<file path="config.mk">
export PLATFORM = sky130hd
export DESIGN_NAME = serial_sum_tree
export DESIGN_NICKNAME = d
export VERILOG_FILES = /design/src/rtl/sertree_pkg.sv /design/src/rtl/sertree_cell.sv /design/src/rtl/sertree_level.sv /design/src/rtl/serial_sum_tree.sv
export SDC_FILE = /design/constraint.sdc
export NUM_CORES = 1
export LEC_CHECK = 0
export BUFFER_PORTS_ARGS = -buffer_cell sky130_fd_sc_hd__buf_4
export CAP_MARGIN = 20
export CORE_ASPECT_RATIO = 0.75
export CORE_MARGIN = 2
export CORE_UTILIZATION = 27
export DETAILED_ROUTE_END_ITERATION = 10
export GPL_ROUTABILITY_DRIVEN = 0
export PLACE_DENSITY = 0.47
export RECOVER_POWER = 100
export SLEW_MARGIN = 40
export SYNTH_ARGS = -nofsm -noshare
export SYNTH_HDL_FRONTEND = slang
export SYNTH_SLANG_ARGS = --single-unit
</file>
<file path="constraint.sdc">
create_clock -name clk -period 2.5 [get_ports clk]
set_input_delay 0.5 -clock clk [delete_from_list [all_inputs] [get_ports clk]]
set_output_delay 0.5 -clock clk [all_outputs]
set_load 0.05 [all_outputs]
</file>
<file path="src/rtl/sertree_pkg.sv">
package sertree_pkg;

    // One-bit full adder result: sum and carry-out.
    typedef struct packed {
        logic sum;
        logic carry;
    } fa_out_t;

    function automatic fa_out_t full_add(input logic a, input logic b, input logic cin);
        fa_out_t r;
        r.sum   = a ^ b ^ cin;
        r.carry = (a & b) | (cin & (a ^ b));
        return r;
    endfunction

endpackage

</file>
<file path="src/rtl/sertree_cell.sv">
module sertree_cell
    import sertree_pkg::*;
(
    input  logic clk,
    input  logic rst,
    input  logic first,
    input  logic a,
    input  logic b,
    output logic sum_q
);

    logic    carry_q;
    logic    cin;
    fa_out_t fa;

    // The carry is forced to zero on the lowest bit of a new word.
    assign cin = first ? 1'b0 : carry_q;
    assign fa  = full_add(a, b, cin);

    always_ff @(posedge clk) begin
        if (rst) begin
            sum_q   <= 1'b0;
            carry_q <= 1'b0;
        end else begin
            sum_q   <= fa.sum;
            carry_q <= fa.carry;
        end
    end

    // no stale carry leaks into the lowest bit of a word
    assert_lsb_no_carry_R2: assert property (@(posedge clk) disable iff (rst)
        (first && !a && !b) |=> !sum_q);

    // a generated carry reaches the next bit position
    assert_carry_forward_R1: assert property (@(posedge clk) disable iff (rst)
        (!$past(rst) && $past(a && b) && !first && !a && !b) |=> sum_q);

endmodule

</file>
<file path="src/rtl/sertree_level.sv">
module sertree_level #(
    parameter  int N_OUT = 1,
    localparam int N_IN  = 2 * N_OUT
) (
    input  logic             clk,
    input  logic             rst,
    input  logic             in_first,
    input  logic [N_IN-1:0]  in_bits,
    output logic             out_first,
    output logic [N_OUT-1:0] out_bits
);

    for (genvar j = 0; j < N_OUT; j++) begin : g_cell
        sertree_cell u_cell (
            .clk   (clk),
            .rst   (rst),
            .first (in_first),
            .a     (in_bits[2*j]),
            .b     (in_bits[2*j+1]),
            .sum_q (out_bits[j])
        );
    end

    // The word-start marker moves down the tree in step with the data.
    always_ff @(posedge clk) begin
        if (rst) out_first <= 1'b0;
        else     out_first <= in_first;
    end

    // the marker advances by exactly one level per clock
    assert_marker_step_R4: assert property (@(posedge clk) disable iff (rst)
        in_first |=> out_first);

endmodule

</file>
<file path="src/rtl/serial_sum_tree.sv">
module serial_sum_tree #(
    parameter  int WORD_BITS = 1024,
    parameter  int LOG_OPS   = 3,
    localparam int NUM_OPS   = 1 << LOG_OPS
) (
    input  logic               clk,
    input  logic               rst,
    input  logic [NUM_OPS-1:0] op_bits,
    input  logic               frame_start,
    output logic               sum_bit,
    output logic               sum_first
);

    localparam int CW = $clog2(WORD_BITS + 1);

    // Heap-indexed tree nodes: node 1 is the root, and node i has children 2i and 2i+1.
    logic [2*NUM_OPS-1:1] node_bit;
    logic [LOG_OPS:0]     lvl_first;

    assign node_bit[2*NUM_OPS-1:NUM_OPS] = op_bits;
    assign lvl_first[LOG_OPS]            = frame_start;

    for (genvar d = 0; d < LOG_OPS; d++) begin : g_level
        sertree_level #(.N_OUT(1 << d)) u_level (
            .clk       (clk),
            .rst       (rst),
            .in_first  (lvl_first[d+1]),
            .in_bits   (node_bit[(4<<d)-1:(2<<d)]),
            .out_first (lvl_first[d]),
            .out_bits  (node_bit[(2<<d)-1:(1<<d)])
        );
    end

    assign sum_bit   = node_bit[1];
    assign sum_first = lvl_first[0];

    // Cycles since the last strobe, saturating; used to check strobe spacing.
    logic [CW-1:0] since_frame;
    logic          frame_seen;

    always_ff @(posedge clk) begin
        if (rst) begin
            since_frame <= '0;
            frame_seen  <= 1'b0;
        end else if (frame_start) begin
            since_frame <= CW'(1);
            frame_seen  <= 1'b1;
        end else if (frame_seen && since_frame < CW'(WORD_BITS)) begin
            since_frame <= since_frame + CW'(1);
        end
    end

    // strobes are never closer than one word apart
    assert_frame_spacing_R5: assert property (@(posedge clk) disable iff (rst)
        (frame_start && frame_seen) |-> since_frame >= CW'(WORD_BITS));

    // the result-start flag follows the strobe after one clock per level
    assert_first_latency_R4: assert property (@(posedge clk) disable iff (rst)
        frame_start |-> ##LOG_OPS sum_first);

    // the result-start flag never appears without a matching strobe
    assert_first_source_R4: assert property (@(posedge clk) disable iff (rst)
        sum_first |-> $past(frame_start, LOG_OPS));

    // the outputs are cleared on the clock after reset is sampled
    assert_reset_clear_R6: assert property (@(posedge clk)
        rst |=> (!sum_bit && !sum_first));

endmodule

</file>
# Word-level counts from Yosys, hierarchy flattened
# Cells that the tools add are included.
totals:
  rom_bits: 0
  ramBits: 0
  n_memories: 0
  latch_bits: 0
  elab_cells: 59
  ff_bits: 17
classes:
  reduce_logical: 0
  n_div: 0
  n_mul: 0
  n_lt_le_gt_ge: 0
  n_shift: 0
  n_mux: 7
  bitwise: 35
  eq_ne: 0
  addsub: 0
ops:
  columns: ["cell", "count"]
  rows:
  - ["1-bit AND", 14]
  - ["1-bit XOR", 14]
  - ["1-bit two-way mux", 7]
  - ["1-bit OR", 7]

# Depth between registers and ports, before layout
logic_depth:
  depth_word: 3
  ltp_mapped: 3

# Modules after synthesis
# Synthesis repeated with hierarchy kept, for this count alone.
hier_totals:
  cells_unflattened: 62
  hier_area_um2: 670.6
by_module_without_submodules:
  columns: ["module", "seq_area_each_um2", "area_per_inst_um2", "n_inst", "cells_each"]
  rows:
  - ["sertree_cell", 40.0, 81.3, 7, 8]
  - ["sertree_level", 20.0, 33.8, 3, 2]

# Worst setup path after synthesis
# No wires, ideal clock.
synth_path:
  path_type: "input to register"
  startpoint: "input port frame_start"
  endpoint: "register g_level[2].u_level.g_cell[0].u_cell.sum_q"
  slack_ns: 1.193
  arrival_time_ns: 1.194
  setup_time_ns: 0.113
  stages: 3
  required_ns: 2.387
  path_cell_list: "nand2b_1 -> fa_1 -> nor2_4"
synth_via:
  elab_chain_len: 2
synth_rtl:
  columns: ["item", "line_no", "source"]
  rows:
  - ["from (decl)", "serial_sum_tree.sv:9", "input logic frame_start,"]
  - ["1-bit two-way mux", "sertree_cell.sv:17", "assign cin = first ? 1'b0 : carry_q;"]
  - ["1-bit XOR", "sertree_pkg.sv:11", "r.sum = a ^ b ^ cin;"]
  - ["to (signal assigned)", "sertree_cell.sv:25", "sum_q <= fa.sum;"]
  - ["to (decl)", "sertree_cell.sv:9", "output logic sum_q"]
# Every way passes these cells.
# A chain may end at the register's enable or synchronous reset.

# Worst setup path in the final report
layout_path:
  startpoint: "input port rst"
  endpoint: "register g_level[2].u_level.g_cell[1].u_cell.carry_q"
layout_lines:
  columns: ["item", "line_no", "source"]
  rows:
  - ["from (decl)", "serial_sum_tree.sv:7", "input logic rst,"]
  - ["to (signal assigned)", "sertree_cell.sv:26", "carry_q <= fa.carry;"]
  - ["to (decl)", "sertree_cell.sv:12", "logic carry_q;"]
# No word-level cell between the ends.

==> metrics.md <==
| Metric | Value |
|---|---|
| Status | complete, but fails checks |
| Failing checks | max-capacitance violations, max-slew violations |
| H-tree depth | 1 |
| Final Non-Filler Cells | ~110 |
| Worst slew pin tran | ~1500 ps |
| Largest delay share family, worst path | buffers and inverters |
| Cts repair resizes | 0 |
| CP peak stage delay | approximately 1100 ps |
| Worst slack at placement | around 1000 ps |
| Top Ports | 13 |
| Root buf cell | clkbuf_8 |
| Nets | 97 |
| Area growth syn-to-layout | 18.2% |
| Synth Cell Area | ~750 um^2 |
| 1st-pass router iterations | 3 |
| PnR worst setup slack | between 800 and 900 ps |
| Syn_area_per_cell | ~12 um^2 |
| Leakage | 0.000349 uW |
| Flop2flop setup slack | around 1300 ps |
| Largest net degree at the start of global routing | 18 |
| Global-route usage over all layers | under 10% |
| Synth top cells by count | 17 x dfxtp_1, 14 x inv_1, 10 x nor2_4 |
| Core Area | between 2000 and 3000 um^2 |
| Hold Crit Class | flip-flop to flip-flop |
| Worst path bufs/invs | 1 |
| ANT nets after route | 0 |
| Final setup TNS | 0 ps |
| Worst Path Arrival | 1700 ps |
| Initial cell density of the core | between 20% and 30% |
| Final Hold Fails | 0 |
| Tmin final | around 1600 ps |
| Initial antenna violation count | 0 |
| Clock transition at path regs | approximately 60 ps |
| DIE AREA | between 3000 and 4000 um^2 |
| DR WL/cell | approximately 7.3 um |
| Tcrit/Tclk final | between 60% and 70% |
| DP Cell Count | between 100 and 150 |
| Die width | ~65 um |
| Critical path's slowest cell | clkbuf_1 |
| DRC Markers | 0 |
| CTS tree | built |
| Worst setup SP type | input pin |
| Post-synthesis sequential area ratio | about 45% |
| Number of buffers created by CTS | 3 |
| Clock tree sinks | 17 |
| Worst Skew | between 1 and 1.5 ps |
| Req. time, crit path | between 2000 and 3000 ps |
| Crit path capture type | flip-flop |
| Post-synth top area cell | dfxtp_1 |
| Top achievable clock speed | between 600 and 700 MHz |
| Slew margin rel. | -2.05% |
| Yosys reg bits | 17 |
| Placed cell areas | around 860 um^2 |
| Pins Over Slew Limit | 18 |
| Vias | slightly below 400 |
| Total Power | slightly below 600 uW |
| Final Setup Violations | 0 |
| Hpwl dp | between 600 and 700 um |
| Clock Latency Late Sink | 240 ps |
| CTS Buffer Depth | 2 |
| Max VDD drop | about 340 uV |
| Finished Cell Area | between 800 and 900 um^2 |
| First-pass GRT wire length | about 1600 um |
| Post-synth top area share | ~45% |
| WL final | 831 um |
| Ys async rst share | 0% |
| Synth top area cells | dfxtp_1 45%, fa_1 19%, nor2_4 15% |
| FP Rows | 16 |
| Grt total ovfl | 0 |
| Unrepaired setup endpoints after global routing | no |
| Power Dens Cells | around 660 nW/um^2 |
| Vias per cell | ~3.4 |
| Synth cell types | 9 |
| Cells after Synth | 64 |
| Iteration-0 DRC Markers | 7 |
| Critical path peak fanout | 17 |
| Cell with the most instances after synthesis | dfxtp_1 |
| I/O Buffers | 12 |
| Hold-fix buffers, CTS | 0 |
| CP Cell Sequence | clkbuf_1 -> nor2_1 |
| Post-CTS Setup Repair Bufs | 0 |
| # Max-Cap Violations | 1 |
| Ant diodes | 0 |
| Main flop type after synthesis | dfxtp_1 |
| Setup Crit Path Kind | input pin to flip-flop |
| Die Y | roughly 50 um |
| Syn_nets | 82 |
| Share of cells above drive strength 1 | about 28% |
| Synth warn | 0 |
| Vias in the first global route | approximately 370 |
| Post-synth EDFFs | 0 |
## worst paths after layout
check,endpoint,from,cells past startpoint
worst max-delay path,g_level[2].u_level.g_cell[1].u_cell.carry_q,rst,2
worst min-delay path,g_level[0].u_level.out_first,g_level[1].u_level.out_first,1
worst max register to register,g_level[1].u_level.g_cell[0].u_cell.sum_q,g_level[2].u_level.out_first,3
worst min register to register,g_level[0].u_level.out_first,g_level[1].u_level.out_first,1
## registers in the layout (all words and copies together) (netlist names)
register	flops
g_level.u_level.g_cell.u_cell.carry_q	7
g_level.u_level.g_cell.u_cell.sum_q	7
g_level.u_level.out_first	3
## routing by layer
layer  vias up  share of wire, %  global-route usage, %
met2        13                43                   9.62
met1       176                47                   8.13
met4         0                 0                      0
met5         -                 0                      0
li1        203                 -                      -
met3         0                10                   5.48
## cells by family (layout without fill, tap and decap cells)
| family | after synthesis | in the layout | synth area share, % |
|---|---|---|---|
| simple gates | 24 | 24 | 25.2 |
| flops | 17 | 17 | 45.1 |
| buf+inv | 16 | 30 | 11.1 |
| fa+ha+maj | 7 | 7 | 18.6 |
## report_power, final
group	internal [uW]	leakage (uW)	switching (uW)	total (uW)
Combinational	45.5	0.000186	54.7	100
Clock	113	0.0000228	82.1	195
Sequential	291	0.000140	4.80	296
Total	449	0.000349	142	591
## cells in the final DEF (no fill, tap or decap)
cell type,count
dfxtp_1,17
nor2_4,10
nor2_1,4
buf_4,9
nand2b_1,7
clkbuf_1,4
fa_1,7
clkbuf_8,3
inv_1,14
nor2b_1,3
## worst reg2reg max path: stages, from the launching register on
cell,delay (ps)
dfxtp_1,320
nand2b_1,160
fa_1,580
nor2_4,40
## metrics by stage
step | hold slack, ps | util, %
2_1_floorplan | 429 | -
3_3_place_gp | 453 | 32.5
6_report | 454 | 33.8
5_1_grt | 497 | 33.8
4_1_cts | 461 | 34.2
3_5_place_dp | 446 | 32.5
## area by class of cell
cell class,instances,area (um^2)
clock buffer,4,45.0
tap,36,45.0
sequential,17,340
inverter,14,52.6
timing repair buffer,12,78.8
fill,282,1750
multi-input combinational,31,330
Power figures use the tool's default switching activity.
